<file path="src/rtl/cbr_seq_pkg.sv">
package cbr_seq_pkg;
  typedef enum logic [2:0] {EN_IDLE, EN_CSR, EN_CHR, EN_RLOW, EN_PRE} eng_state_e;
  typedef enum logic [1:0] {SQ_PAUSE, SQ_INIT, SQ_RUN} seq_state_e;

  // round a time in ns up to whole clock cycles, at least one
  function automatic int ns_to_cyc(int ns, int period_ps);
    int c;
    c = (ns * 1000 + period_ps - 1) / period_ps;
    if (c < 1) c = 1;
    return c;
  endfunction
endpackage

</file>
<file path="src/rtl/cbr_ref_timer.sv">
module cbr_ref_timer #(
  parameter int INTERVAL_CYC = 1562,
  parameter int MAX_BACKLOG  = 8,
  localparam int CW = (INTERVAL_CYC > 2) ? $clog2(INTERVAL_CYC) : 1,
  localparam int BW = $clog2(MAX_BACKLOG + 1)
) (
  input  logic          clk_i,
  input  logic          rst_ni,
  input  logic          run_i,
  input  logic          restart_i,
  input  logic          served_i,
  output logic          pending_o,
  output logic          urgent_o
);
  localparam logic [CW-1:0] RELOAD = CW'(INTERVAL_CYC - 1);
  localparam logic [BW-1:0] BMAX   = BW'(MAX_BACKLOG);

  logic [CW-1:0] cnt_q;
  logic [BW-1:0] backlog_q;
  logic          tick;

  assign tick = run_i && !restart_i && (cnt_q == '0);

  always_ff @(posedge clk_i or negedge rst_ni) begin
    if (!rst_ni) begin
      cnt_q <= RELOAD;
    end else if (restart_i || !run_i) begin
      cnt_q <= RELOAD;
    end else if (cnt_q == '0) begin
      cnt_q <= RELOAD;
    end else begin
      cnt_q <= cnt_q - 1'b1;
    end
  end

  always_ff @(posedge clk_i or negedge rst_ni) begin
    if (!rst_ni) begin
      backlog_q <= '0;
    end else if (restart_i) begin
      backlog_q <= '0;
    end else begin
      unique case ({tick, served_i})
        2'b10:   if (backlog_q != BMAX) backlog_q <= backlog_q + 1'b1;
        2'b01:   if (backlog_q != '0) backlog_q <= backlog_q - 1'b1;
        default: ;
      endcase
    end
  end

  assign pending_o = (backlog_q != '0);
  assign urgent_o  = (backlog_q == BMAX);

  AST_BACKLOG_BOUND: assert property (@(posedge clk_i) disable iff (!rst_ni)
    backlog_q <= BMAX);
  AST_SERVE_DRAINS: assert property (@(posedge clk_i) disable iff (!rst_ni)
    (served_i && !tick && !restart_i && backlog_q != '0) |=> backlog_q == $past(backlog_q) - 1'b1);
endmodule

</file>
<file path="src/rtl/cbr_strobe_engine.sv">
module cbr_strobe_engine
  import cbr_seq_pkg::*;
#(
  parameter int CSR_C   = 1,
  parameter int CHR_C   = 1,
  parameter int RREST_C = 4,
  parameter int RP_C    = 3,
  localparam int M1    = (CSR_C > CHR_C) ? CSR_C : CHR_C,
  localparam int M2    = (RREST_C > RP_C) ? RREST_C : RP_C,
  localparam int MAXP  = (M1 > M2) ? M1 : M2,
  localparam int CNT_W = $clog2(MAXP + 1)
) (
  input  logic clk_i,
  input  logic rst_ni,
  input  logic start_i,
  output logic active_o,
  output logic done_o,
  output logic cas_n_o,
  output logic ras_n_o
);
  eng_state_e       state_q, state_d;
  logic [CNT_W-1:0] cnt_q, cnt_d;

  always_comb begin
    state_d = state_q;
    cnt_d   = (cnt_q == '0) ? '0 : cnt_q - 1'b1;
    unique case (state_q)
      EN_IDLE: if (start_i) begin state_d = EN_CSR; cnt_d = CNT_W'(CSR_C - 1); end
      EN_CSR:  if (cnt_q == '0) begin state_d = EN_CHR; cnt_d = CNT_W'(CHR_C - 1); end
      EN_CHR:  if (cnt_q == '0) begin state_d = EN_RLOW; cnt_d = CNT_W'(RREST_C - 1); end
      EN_RLOW: if (cnt_q == '0) begin state_d = EN_PRE; cnt_d = CNT_W'(RP_C - 1); end
      EN_PRE:  if (cnt_q == '0) state_d = EN_IDLE;
      default: state_d = EN_IDLE;
    endcase
  end

  // strobes registered from next state: glitch-free at the pins
  always_ff @(posedge clk_i or negedge rst_ni) begin
    if (!rst_ni) begin
      state_q <= EN_IDLE;
      cnt_q   <= '0;
      cas_n_o <= 1'b1;
      ras_n_o <= 1'b1;
    end else begin
      state_q <= state_d;
      cnt_q   <= cnt_d;
      cas_n_o <= !(state_d == EN_CSR || state_d == EN_CHR);
      ras_n_o <= !(state_d == EN_CHR || state_d == EN_RLOW);
    end
  end

  assign active_o = (state_q != EN_IDLE);
  assign done_o   = (state_q == EN_PRE) && (cnt_q == '0);

  AST_CAS_LEADS_RAS: assert property (@(posedge clk_i) disable iff (!rst_ni)
    $fell(ras_n_o) |-> (!cas_n_o && $past(!cas_n_o)));
  AST_CAS_HOLD: assert property (@(posedge clk_i) disable iff (!rst_ni)
    $rose(cas_n_o) |-> (!ras_n_o && $past(!ras_n_o)));
  AST_RAS_AFTER_START: assert property (@(posedge clk_i) disable iff (!rst_ni)
    ($fell(cas_n_o) && ras_n_o) |=> !active_o || !cas_n_o);
endmodule

</file>
<file path="src/rtl/cbr_refresh_sequencer.sv">
module cbr_refresh_sequencer
  import cbr_seq_pkg::*;
#(
  parameter int CLK_PERIOD_PS = 10000,
  parameter int ROWS          = 4096,
  parameter int RETENTION_US  = 64000,
  parameter int PAUSE_US      = 200,
  parameter int INIT_CYCLES   = 8,
  parameter int MAX_BACKLOG   = 8,
  parameter int T_CSR_NS      = 5,
  parameter int T_CHR_NS      = 8,
  parameter int T_RAS_NS      = 50,
  parameter int T_RP_NS       = 30,
  parameter int T_RC_NS       = 80
) (
  input  logic clk_i,
  input  logic rst_ni,
  input  logic reinit_i,
  input  logic ref_grant_i,
  output logic ref_req_o,
  output logic ref_urgent_o,
  output logic busy_o,
  output logic init_done_o,
  output logic cas_n_o,
  output logic ras_n_o
);
  localparam int INTERVAL_CYC = int'((longint'(RETENTION_US) * 64'd1000000) /
                                     (longint'(CLK_PERIOD_PS) * longint'(ROWS)));
  localparam int PAUSE_CYC = int'((longint'(PAUSE_US) * 64'd1000000) / longint'(CLK_PERIOD_PS));
  localparam int CSR_C   = ns_to_cyc(T_CSR_NS, CLK_PERIOD_PS);
  localparam int CHR_C   = ns_to_cyc(T_CHR_NS, CLK_PERIOD_PS);
  localparam int RAS_C   = ns_to_cyc(T_RAS_NS, CLK_PERIOD_PS);
  localparam int RREST_C = (RAS_C > CHR_C) ? RAS_C - CHR_C : 1;
  localparam int RP_MIN  = ns_to_cyc(T_RP_NS, CLK_PERIOD_PS);
  localparam int RC_GAP  = ns_to_cyc(T_RC_NS, CLK_PERIOD_PS) - RAS_C;
  localparam int RP_C    = (RC_GAP > RP_MIN) ? RC_GAP : RP_MIN;
  localparam int PW      = $clog2(PAUSE_CYC + 1);
  localparam int IW      = $clog2(INIT_CYCLES + 1);

  seq_state_e    state_q;
  logic [PW-1:0] pause_q;
  logic [IW-1:0] init_cnt_q;
  logic          reinit_pend_q;
  logic          done_q;
  logic          eng_start, eng_active, eng_done;
  logic          owed, at_limit, in_run;

  assign in_run = (state_q == SQ_RUN);

  cbr_ref_timer #(
    .INTERVAL_CYC (INTERVAL_CYC),
    .MAX_BACKLOG  (MAX_BACKLOG)
  ) u_timer (
    .clk_i     (clk_i),
    .rst_ni    (rst_ni),
    .run_i     (in_run),
    .restart_i (!in_run),
    .served_i  (eng_done && in_run),
    .pending_o (owed),
    .urgent_o  (at_limit)
  );

  cbr_strobe_engine #(
    .CSR_C   (CSR_C),
    .CHR_C   (CHR_C),
    .RREST_C (RREST_C),
    .RP_C    (RP_C)
  ) u_engine (
    .clk_i    (clk_i),
    .rst_ni   (rst_ni),
    .start_i  (eng_start),
    .active_o (eng_active),
    .done_o   (eng_done),
    .cas_n_o  (cas_n_o),
    .ras_n_o  (ras_n_o)
  );

  always_ff @(posedge clk_i or negedge rst_ni) begin
    if (!rst_ni) begin
      state_q       <= SQ_PAUSE;
      pause_q       <= PW'(PAUSE_CYC - 1);
      init_cnt_q    <= '0;
      reinit_pend_q <= 1'b0;
      done_q        <= 1'b0;
    end else begin
      done_q <= 1'b0;
      unique case (state_q)
        SQ_PAUSE: begin
          if (pause_q == '0) begin
            state_q    <= SQ_INIT;
            init_cnt_q <= '0;
          end else begin
            pause_q <= pause_q - 1'b1;
          end
        end
        SQ_INIT: begin
          if (eng_done) begin
            if (init_cnt_q == IW'(INIT_CYCLES - 1)) begin
              state_q <= SQ_RUN;
              done_q  <= 1'b1;
            end else begin
              init_cnt_q <= init_cnt_q + 1'b1;
            end
          end
        end
        SQ_RUN: begin
          // re-init waits for any running cycle to finish
          if (reinit_pend_q && !eng_active) begin
            state_q       <= SQ_INIT;
            init_cnt_q    <= '0;
            reinit_pend_q <= 1'b0;
          end else if (reinit_i) begin
            reinit_pend_q <= 1'b1;
          end
        end
        default: state_q <= SQ_PAUSE;
      endcase
    end
  end

  assign ref_req_o    = (state_q == SQ_INIT) || (in_run && owed);
  assign ref_urgent_o = (state_q == SQ_INIT) || (in_run && at_limit);
  assign eng_start    = ref_req_o && ref_grant_i && !eng_active;
  assign busy_o       = !in_run || eng_active;
  assign init_done_o  = done_q;

  AST_DONE_PULSE: assert property (@(posedge clk_i) disable iff (!rst_ni)
    init_done_o |=> !init_done_o);
  AST_URGENT_HAS_REQ: assert property (@(posedge clk_i) disable iff (!rst_ni)
    ref_urgent_o |-> ref_req_o);
  AST_QUIET_WITHOUT_REQ: assert property (@(posedge clk_i) disable iff (!rst_ni)
    !ref_req_o |-> (ras_n_o && cas_n_o));
  AST_BUSY_IN_CYCLE: assert property (@(posedge clk_i) disable iff (!rst_ni)
    !ras_n_o |-> busy_o);
  AST_NO_START_IN_PAUSE: assert property (@(posedge clk_i) disable iff (!rst_ni)
    (state_q == SQ_PAUSE) |-> (!ref_req_o && cas_n_o));
endmodule

</file>
<file path="config.mk">
export PLATFORM = sky130hd
export DESIGN_NAME = cbr_refresh_sequencer
export DESIGN_NICKNAME = d
export VERILOG_FILES = /design/src/rtl/cbr_seq_pkg.sv /design/src/rtl/cbr_ref_timer.sv /design/src/rtl/cbr_strobe_engine.sv /design/src/rtl/cbr_refresh_sequencer.sv
export SDC_FILE = /design/constraint.sdc
export NUM_CORES = 1
export LEC_CHECK = 0
export ABC_CLOCK_PERIOD_IN_PS = 3500
export BUFFER_PORTS_ARGS = -buffer_cell sky130_fd_sc_hd__buf_2
export CAP_MARGIN = 20
export CELL_PAD_IN_SITES_DETAIL_PLACEMENT = 1
export CELL_PAD_IN_SITES_GLOBAL_PLACEMENT = 1
export CORE_ASPECT_RATIO = 1.1
export CORE_MARGIN = 2
export CORE_UTILIZATION = 48
export DETAILED_ROUTE_END_ITERATION = 12
export PLACE_DENSITY_LB_ADDON = 0.1
export SYNTH_ARGS = -nofsm -noshare
export SYNTH_HDL_FRONTEND = slang
export SYNTH_SLANG_ARGS = --single-unit
export TNS_END_PERCENT = 1
</file>
<file path="constraint.sdc">
create_clock -name clk_i -period 3.5 [get_ports clk_i]
set_clock_uncertainty 0.1 [all_clocks]
set_input_delay 0.175 -clock clk_i [delete_from_list [all_inputs] [get_ports clk_i]]
set_output_delay 0.175 -clock clk_i [all_outputs]
set_load 0.005 [all_outputs]
</file>
==> metrics, run 1 <==
final critical-path required period 2.97 ns; Multi-input gate area 1140 sq um; worst r2r src u_timer.cnt_q[5]$_DFF_PN0_; number of library cell types mapped by synthesis 54; clock-pin slew on the worst setup and hold paths 0.09 ns; I/O Pins 10; Hold Crit Depth 3; clock power share 0.275; Post-DRT Antenna Nets 0; drt drc 0; max_cap viols 0; Net Sw Frac 0.296; grt total ovfl 0; Mapped Area 2370 sq um; critical path startpoint category flop; setup_tns 0 ns; synth cell count leaders dfrtp_1 (30), nor2_1 (19), dfstp_2 (16), nand2_1 (16), o21ai_0 (13); clk_lat worst skew 0.30 ns; GR peak layer met2; count of state elements after synthesis 46; Critical Path Start u_timer.cnt_q[5]$_DFF_PN0_; WL final 5010 um; initial DRC count 47; Cells after Synth 226; met2 usage 0.337; count leader, synth dfrtp_1; peak supply drop 0.270 mV; EDFF count, synth 0; # rows 26; P_int 852 uW; Seq/Total Area, Yosys 0.494; pwr dens 468 nW/um^2; worst hold slack 0.0507 ns; CTS max path bufs 2; Die W 71.0 um; WP data required 3.60 ns; Pre-antenna DRT Iters 4; critical path endpoint category flop; largest net degree at the start of global routing 47; Synth Flop Type dfrtp_1; final net count 250; f_max 336 MHz; full die area 5520 sq um; WL per Instance 16.9 um; DR vias/cell 5.90; H-tree depth 2; endpoints failing hold 0; antenna violations before repair 0; initial core utilization 0.503; fin. max-slew vios 0; Syn Area/Cell 10.5 sq um; register area 1170 sq um; r2r setup slk 0.53 ns; Flop pwr share 0.537; overall routing resource usage 0.200; Leakage 0.00113 uW; RD Place Congestion 0.818; CTS tree yes; met1 usage 0.257; top post-synthesis cells by area dfrtp_1 (32%), dfstp_2 (18%), xnor2_1 (4.4%), ha_1 (3.2%), nor2_1 (3.0%); Worst EP arrival 3.07 ns; status complete, no violations; vias in the first global route 1,786; root buf cell clkbuf_8; placed insts 288; Synth Warn # 0; final setup fails 0; first-pass GRT wire length 8670 um; Synth area leader dfrtp_1; # port buffers 9; Fill cells 537; share of cells above drive strength 1 0.207; core footprint 4720 sq um; die height 77.7 um; Sink Count 46; RSZ-0062 raised after global routing no; synthesized netlist net count 236; Worst R2R End u_timer.backlog_q[3]$_DFFE_PN0P_; Synth async-reset ratio 1.00; Worst Hold Launch reinit_i; Tcrit/Tclk final 0.850; Tot Pwr 1210 uW; grt met3 use 0.0403; CTS Buf Count 5; worst min path class primary input to flop; area delta synth->final 8.91%; number of diodes 0; Slew headroom 0.347; Vias 1,752; Register-to-Register Path Depth 9; Hold EP reinit_pend_q$_DFFE_PN0P_; CP Class flop to flop; Layout Cells excl Fill 297; Slew @ Worst Pin 0.979 ns; hpwl dp 3740 um; Comb power frac 0.187; switching power 359 uW; Synth top area share 0.316; crit-path max FO 8
worst max-delay path, stage by stage, from the launching register on:
cell and delay [ns]:
dfrtp_1 0.44, or4_1 0.69, o41ai_4 0.36, buf_4 0.20
nor2_1 0.08, ha_1 0.31, and3_1 0.20, o22ai_1 0.14
a21boi_0 0.13, o22a_1 0.21
logic make-up after synthesis:
family / count (synthesis) / share of synthesized area
AND/OR/NAND/NOR: 88 / 0.204
AO/OA/AOI/OAI: 47 / 0.153
flip-flops: 46 / 0.494
XOR/XNOR: 20 / 0.0738
buffers and inverters: 15 / 0.0243
adder cells (fa/ha/maj): 6 / 0.0316
multiplexers: 4 / 0.0195
power by group through the flow:
stage          sequential, uW  combinational, uW  clock (uW)
2_1_floorplan             638                181           0
3_3_place_gp              654                216           0
3_5_place_dp              660                228           0
4_1_cts                   650                230         344
5_1_grt                   659                257         366
6_report                  651                227         333
flip-flops by register name, summed over array words and instances (netlist names), 2 cells and up:
signal             count
u_engine.cnt_q         3
u_timer.cnt_q         11
u_timer.backlog_q      4
u_engine.state_q       3
init_cnt_q             4
state_q                2
pause_q               15
metal layers:
metal / vias up / wire [um] / share of wire
met5: - / 0 / 0
met4: 0 / 89 / 0.018
met3: 9 / 131 / 0.026
met2: 29 / 2580 / 0.51
met1: 871 / 2210 / 0.44
li1: 843 / - / -
repair_timing:
action                                 4_1_cts  5_1_grt
setup endpoints to repair                    0        0
hold buffers                                 1        0
endpoints found under the hold margin       30        0
setup buffers                                0        0
gates resized for setup                      0        0
through the flow:
stage | setup slack, ns | cell area, sq um | util
6_report | 0.526 | 2580 | 0.548
2_1_floorplan | 0.704 | 2370 | -
5_1_grt | 0.398 | 2580 | 0.548
4_1_cts | 0.521 | 2580 | 0.548
3_5_place_dp | 0.527 | 2480 | 0.526
3_3_place_gp | 0.687 | 2480 | 0.526
layout by cell type, fill, tap and decap left out, types with 9 or more instances in the layout:
cell type	instances
nor2_1	19
nand2_1	16
nor3_1	12
xnor2_1	12
o21ai_0	13
buf_2	9
dfstp_2	16
dfrtp_1	30
a21oi_1	9
inv_1	10
worst max-delay path by stage:
stage	slack, ns	end
final	0.53	u_timer.backlog_q[3]$_DFFE_PN0P_
after global routing	0.40	u_timer.backlog_q[3]$_DFFE_PN0P_
after CTS	0.52	u_timer.backlog_q[3]$_DFFE_PN0P_
after detailed placement	0.53	u_timer.backlog_q[3]$_DFFE_PN0P_
after global placement	0.69	u_timer.backlog_q[3]$_DFFE_PN0P_
after floorplan	0.70	u_timer.backlog_q[3]$_DFFE_PN0P_
cell type report:
class,instances,share of cell area
sequential,46,0.453
multi-input combinational,165,0.443
clock buffer,7,0.0334
timing repair buffer,12,0.0271
tap,56,0.0271
inverter,10,0.0145
clock inverter,1,0.00194
(Power assumes the default switching activity.)
==> run 2: changes to the inputs <==
Settings changed: ABC_CLOCK_PERIOD_IN_PS 3500 to 2810.
Clock period 3.5 ns to 2.81 ns, I/O delays scaled along.
==> run 2 against run 1 <==
Against the previous run: sequential cell count unchanged; cell area rose by 1.6%; global-route usage down 0.15 points; setup slack got worse by 0.33 ns; highest routed layer unchanged; largest cell class unchanged; combinational power increased by 53%.
==> metrics, run 2 (same netlist as run 1, synthesis figures left out) <==
status complete, no violations; clock-pin slew on the worst setup and hold paths 0.09 ns (about the same); WP data required 2.90 ns (-0.70 ns); RD Place Congestion 0.834 (+2.0%); critical path startpoint category flop; Leakage 0.00115 uW (+1.5%); slack of the critical path 0.191 ns (-0.335 ns); Pre-antenna DRT Iters 4 (unchanged); die height 77.7 um (unchanged); # port buffers 9 (unchanged); vias in the first global route 1,854 (+3.8%); CTS max path bufs 2 (unchanged); fin. max-slew vios 0 (unchanged); area delta synth->final 10.7%; max_cap viols 0 (unchanged); registers with the most flip-flops pause_q (15), u_timer.cnt_q (11); Die W 71.0 um (unchanged); Sink Count 46 (unchanged); Register-to-Register Path Depth 8 (-1); peak supply drop 0.282 mV (+4.5%); register area 1170 sq um (+0.21%); antenna violations before repair 0 (unchanged); Hold EP reinit_pend_q$_DFFE_PN0P_; critical path endpoint category flop; max FFs per register 15 (unchanged); worst min path class primary input to flop; final setup fails 0 (unchanged); Slew headroom 0.327 (-0.0200); RSZ-0062 raised after global routing no; WL per Instance 16.4 um (-2.5%); clk_lat worst skew 0.30 ns (about the same); final critical-path required period 2.62 ns (-0.355 ns); full die area 5520 sq um (unchanged); CTS tree yes; Core Util, Final 0.557 (+0.00902); endpoints failing hold 0 (unchanged); hpwl dp 3660 um (-2.0%); r2r setup slk 0.19 ns (-0.33 ns); WL final 4950 um (-1.2%); CTS Buf Count 5 (unchanged); root buf cell clkbuf_8; share of cells above drive strength 1 0.237 (+0.0293); number of diodes 0 (unchanged); # rows 26 (unchanged); Reg with most FFs pause_q; final net count 254 (+1.6%); Fill cells 544 (+1.3%); overall routing resource usage 0.198 (-0.00153); Slew @ Worst Pin 1.01 ns (+0.0300 ns); H-tree depth 2 (unchanged); worst r2r src u_engine.state_q[2]$_DFF_PN0_; Worst Hold Launch reinit_i; Multi-input gate area 1150 sq um (+0.88%); Tcrit/Tclk final 0.932 (+0.0823); first-pass GRT wire length 8650 um (-0.24%); most common cell after layout, fill and taps aside dfrtp_1; largest net degree at the start of global routing 47 (unchanged); pwr dens 589 nW/um^2 (+26%); CP Class flop to flop; Worst EP arrival 2.71 ns (-0.36 ns); crit-path max FO 7 (-1); Worst R2R End u_timer.backlog_q[3]$_DFFE_PN0P_; I/O Pins 10 (unchanged); Hold Crit Depth 3 (unchanged); f_max 382 MHz (+14%); Place WS 0.0485 ns (-0.479 ns); grt total ovfl 0 (unchanged); worst hold slack 0.0177 ns (-0.0331 ns); DR vias/cell 5.71 (-3.2%); Post-DRT Antenna Nets 0 (unchanged); initial DRC count 44 (-6.4%); setup_tns 0 ns (unchanged); most frequent cells in the layout dfrtp_1 (28), nor2_1 (19), nand2_1 (16), dfstp_2 (16), o21ai_0 (13); Vias 1,719 (-1.9%); core footprint 4720 sq um (unchanged); drt drc 0 (unchanged); initial core utilization 0.503 (unchanged)
-- run 2: how the worst max path moves through the flow --
| stage | startpoint | to | slack (ns) | cells past startpoint |
|---|---|---|---|---|
| after floorplan | u_timer.cnt_q[5]$_DFF_PN0_ | u_timer.backlog_q[3]$_DFFE_PN0P_ | 0.01 | 9 |
| after global placement | u_timer.cnt_q[5]$_DFF_PN0_ | u_timer.backlog_q[3]$_DFFE_PN0P_ | 0.17 | 8 |
| after detailed placement | u_timer.cnt_q[5]$_DFF_PN0_ | u_timer.backlog_q[3]$_DFFE_PN0P_ | 0.05 | 8 |
| after CTS | u_timer.cnt_q[5]$_DFF_PN0_ | u_timer.backlog_q[3]$_DFFE_PN0P_ | 0.03 | 8 |
| after global routing | u_timer.cnt_q[5]$_DFF_PN0_ | u_timer.backlog_q[3]$_DFFE_PN0P_ | 0.05 | 6 |
| final | u_engine.state_q[2]$_DFF_PN0_ | u_timer.backlog_q[3]$_DFFE_PN0P_ | 0.19 | 8 |
-- run 2: worst max-delay path: stages (launching register included) --
cell and delay (ns):
dfrtp_2 0.42, or3b_2 0.54, or2_2 0.34, nor2_1 0.18
ha_1 0.29, and3_1 0.20, o22ai_2 0.13, a21boi_0 0.11
o22a_1 0.20
-- run 2: timing repair --
item / CTS / global route
hold endpoints to repair: 30 / 0
gates cloned: 0 / 0
resized for setup: 1 / 3
endpoints found under the setup margin: 1 / 1
setup buffers: 0 / 0
hold buffers: 1 / 0
pin swaps: 0 / 1
-- run 2: area by class of cell --
cell class              count  area share
well taps                  56      0.0267
flip-flops and latches     46       0.447
repair buffers             16      0.0381
multi-input cells         165       0.439
clock inverters             1     0.00191
clock buffers               7      0.0329
inverters                  10      0.0143
-- run 2: layer usage --
| metal | share of wire | global-route usage | vias up |
|---|---|---|---|
| met5 | 0 | 0 | - |
| met4 | 0.0099 | 0.0528 | 0 |
| met3 | 0.023 | 0.0416 | 4 |
| met2 | 0.51 | 0.347 | 16 |
| met1 | 0.46 | 0.247 | 849 |
| li1 | - | - | 850 |
-- run 2: report_power, final --
part | switching, uW | internal [uW] | leakage (uW)
clock network | 213 | 199 | 0.0000482
logic | 193 | 155 | 0.000546
registers | 48.7 | 738 | 0.000552
-- run 2: stage by stage --
stage / power [uW] / instance area [sq um] / std cells
5_1_grt: 1650 / 2630 / 301
6_report: 1550 / 2630 / 301
3_5_place_dp: 1150 / 2510 / 292
2_1_floorplan: 1020 / 2370 / 226
3_3_place_gp: 1120 / 2510 / 292
4_1_cts: 1570 / 2620 / 301
==> run 3: changes to the inputs <==
Settings changed: PLACE_DENSITY from default to 0.75, PLACE_DENSITY_LB_ADDON 0.1 to default.
==> run 3 against run 2 <==
Against the previous run: non-clock buffer count unchanged; via count grew 2.6%; wire length grew 3.7%; first-iteration DRC count increased by 9.1%; fmax decreased by 3.6%; setup slack lost 0.099 ns; final cell count did not move.
==> metrics, run 3 (same netlist as run 1, synthesis figures left out) <==
share of cells above drive strength 1 0.233 (-0.00408); max_cap viols 0 (unchanged); Die W 71.0 um (unchanged); RD Place Congestion 0.836 (+0.23%); Hold Crit Depth 3 (unchanged); Tcrit/Tclk final 0.967 (+0.0353); largest net degree at the start of global routing 47 (unchanged); Worst EP arrival 2.80 ns (+0.09 ns); Pre-antenna DRT Iters 4 (unchanged); final setup fails 0 (unchanged); # port buffers 9 (unchanged); fin. max-slew vios 0 (unchanged); critical path endpoint category flop; crit-path max FO 6 (-1); initial DRC count 48 (+9.1%); hpwl dp 3770 um (+3.0%); clock-pin slew on the worst setup and hold paths 0.08 ns (about the same); Post-CTS Setup Inserts 0 (unchanged); WL per Instance 17.0 um (+3.7%); root buf cell clkbuf_8; Sink Count 46 (unchanged); Vias 1,764 (+2.6%); clk_lat worst skew 0.29 ns (about the same); most common cell after layout, fill and taps aside dfrtp_1; area delta synth->final 11.3%; Slew headroom 0.610 (+0.282); drt drc 0 (unchanged); H-tree depth 2 (unchanged); final net count 254 (unchanged); WL final 5130 um (+3.7%); registers with the most flip-flops pause_q (15), u_timer.cnt_q (11); CTS Buf Count 5 (unchanged); WP data required 2.89 ns (about the same); DR vias/cell 5.86 (+2.6%); register area 1170 sq um (-0.11%); Slew @ Worst Pin 0.581 ns (-0.428 ns); CTS max path bufs 2 (unchanged); Multi-input gate area 1160 sq um (+0.22%); Register-to-Register Path Depth 8 (unchanged); vias in the first global route 1,972 (+6.4%); pwr dens 589 nW/um^2 (about the same); number of diodes 0 (unchanged); first-pass GRT wire length 9110 um (+5.3%); max FFs per register 15 (unchanged); critical path startpoint category flop; endpoints failing hold 0 (unchanged); RSZ-0062 raised after global routing no; most frequent cells in the layout dfrtp_1 (29), nor2_1 (19), nand2_1 (16), dfstp_2 (16), o21ai_0 (13); final critical-path required period 2.72 ns (+0.0992 ns); peak supply drop 0.249 mV (-12%); setup_tns 0 ns (unchanged); full die area 5520 sq um (unchanged); Reg with most FFs pause_q; grt total ovfl 0 (unchanged); CP Class flop to flop; core footprint 4720 sq um (unchanged); antenna violations before repair 0 (unchanged); status complete, no violations; I/O Pins 10 (unchanged); worst hold slack 0.00900 ns (-0.00868 ns); Fill cells 521 (-4.2%); die height 77.7 um (unchanged); worst min path class primary input to flop; overall routing resource usage 0.207 (+0.00865); initial core utilization 0.503 (unchanged); f_max 368 MHz (-3.6%); CTS tree yes; # rows 26 (unchanged); Leakage 0.00115 uW (+0.67%); Post-DRT Antenna Nets 0 (unchanged)
## run 3: cell counts in the layout (fill, tap and decap cells not counted)
Identical to the previous run, type by type.
## run 3: per-stage QoR
step                      setup WS, ns  utilization  cells  total power (uW)  cell area (sq um)
after CTS                       0.0289        0.553    300              1560               2610
final                           0.0915        0.560    301              1550               2640
after floorplan                 0.0139            -    226              1020               2370
after global placement           0.179        0.531    291              1110               2500
after global routing            0.0126        0.560    301              1650               2640
after detailed placement        0.0644        0.531    291              1140               2500
## run 3: worst max-delay path, stage by stage (launching register included)
cell,delay [ns]
dfrtp_2,0.45
or4_4,0.57
o41ai_4,0.35
nor2_1,0.12
ha_1,0.33
and3_1,0.20
o22ai_2,0.14
a21boi_0,0.14
o22a_1,0.21
## run 3: routing by layer
metal | track usage | vias up | share of wire
met5 | 0 | - | 0
met4 | 0.0566 | 0 | 0.011
met3 | 0.0312 | 7 | 0.016
met2 | 0.393 | 20 | 0.54
met1 | 0.238 | 891 | 0.43
li1 | - | 846 | -
## run 3: final cells by class
class,instances,area share
clock buffer,7,0.0327
multi-input combinational,165,0.438
timing repair buffer,16,0.0427
sequential,46,0.444
tap,56,0.0265
clock inverter,1,0.00190
inverter,10,0.0142
## run 3: power breakdown
part	internal (uW)	leakage [uW]	total [uW]	switching [uW]
registers	737	0.000554	801	64.0
logic	151	0.000552	338	187
clock network	199	0.0000482	415	216
total	1090	0.00115	1550	468
## run 3: final timing paths
check / startpoint / to / slack, ns
max: u_timer.cnt_q[5]$_DFF_PN0_ / u_timer.backlog_q[3]$_DFFE_PN0P_ / 0.09
min: reinit_i / reinit_pend_q$_DFFE_PN0P_ / 0.009
max reg2reg: u_timer.cnt_q[5]$_DFF_PN0_ / u_timer.backlog_q[3]$_DFFE_PN0P_ / 0.09
min reg2reg: u_timer.cnt_q[0]$_DFF_PN1_ / u_timer.cnt_q[0]$_DFF_PN1_ / 0.37
max in group asynchronous: rst_ni / pause_q[14]$_DFFE_PN1P_ / 1.78
min in group asynchronous: rst_ni / u_engine.cnt_q[2]$_DFF_PN0_ / 0.24
## run 3: what timing repair did
action,4_1_cts,5_1_grt
endpoints found under the hold margin,30,0
setup endpoints to repair,1,1
hold buffers,1,0
gates resized for setup,1,3
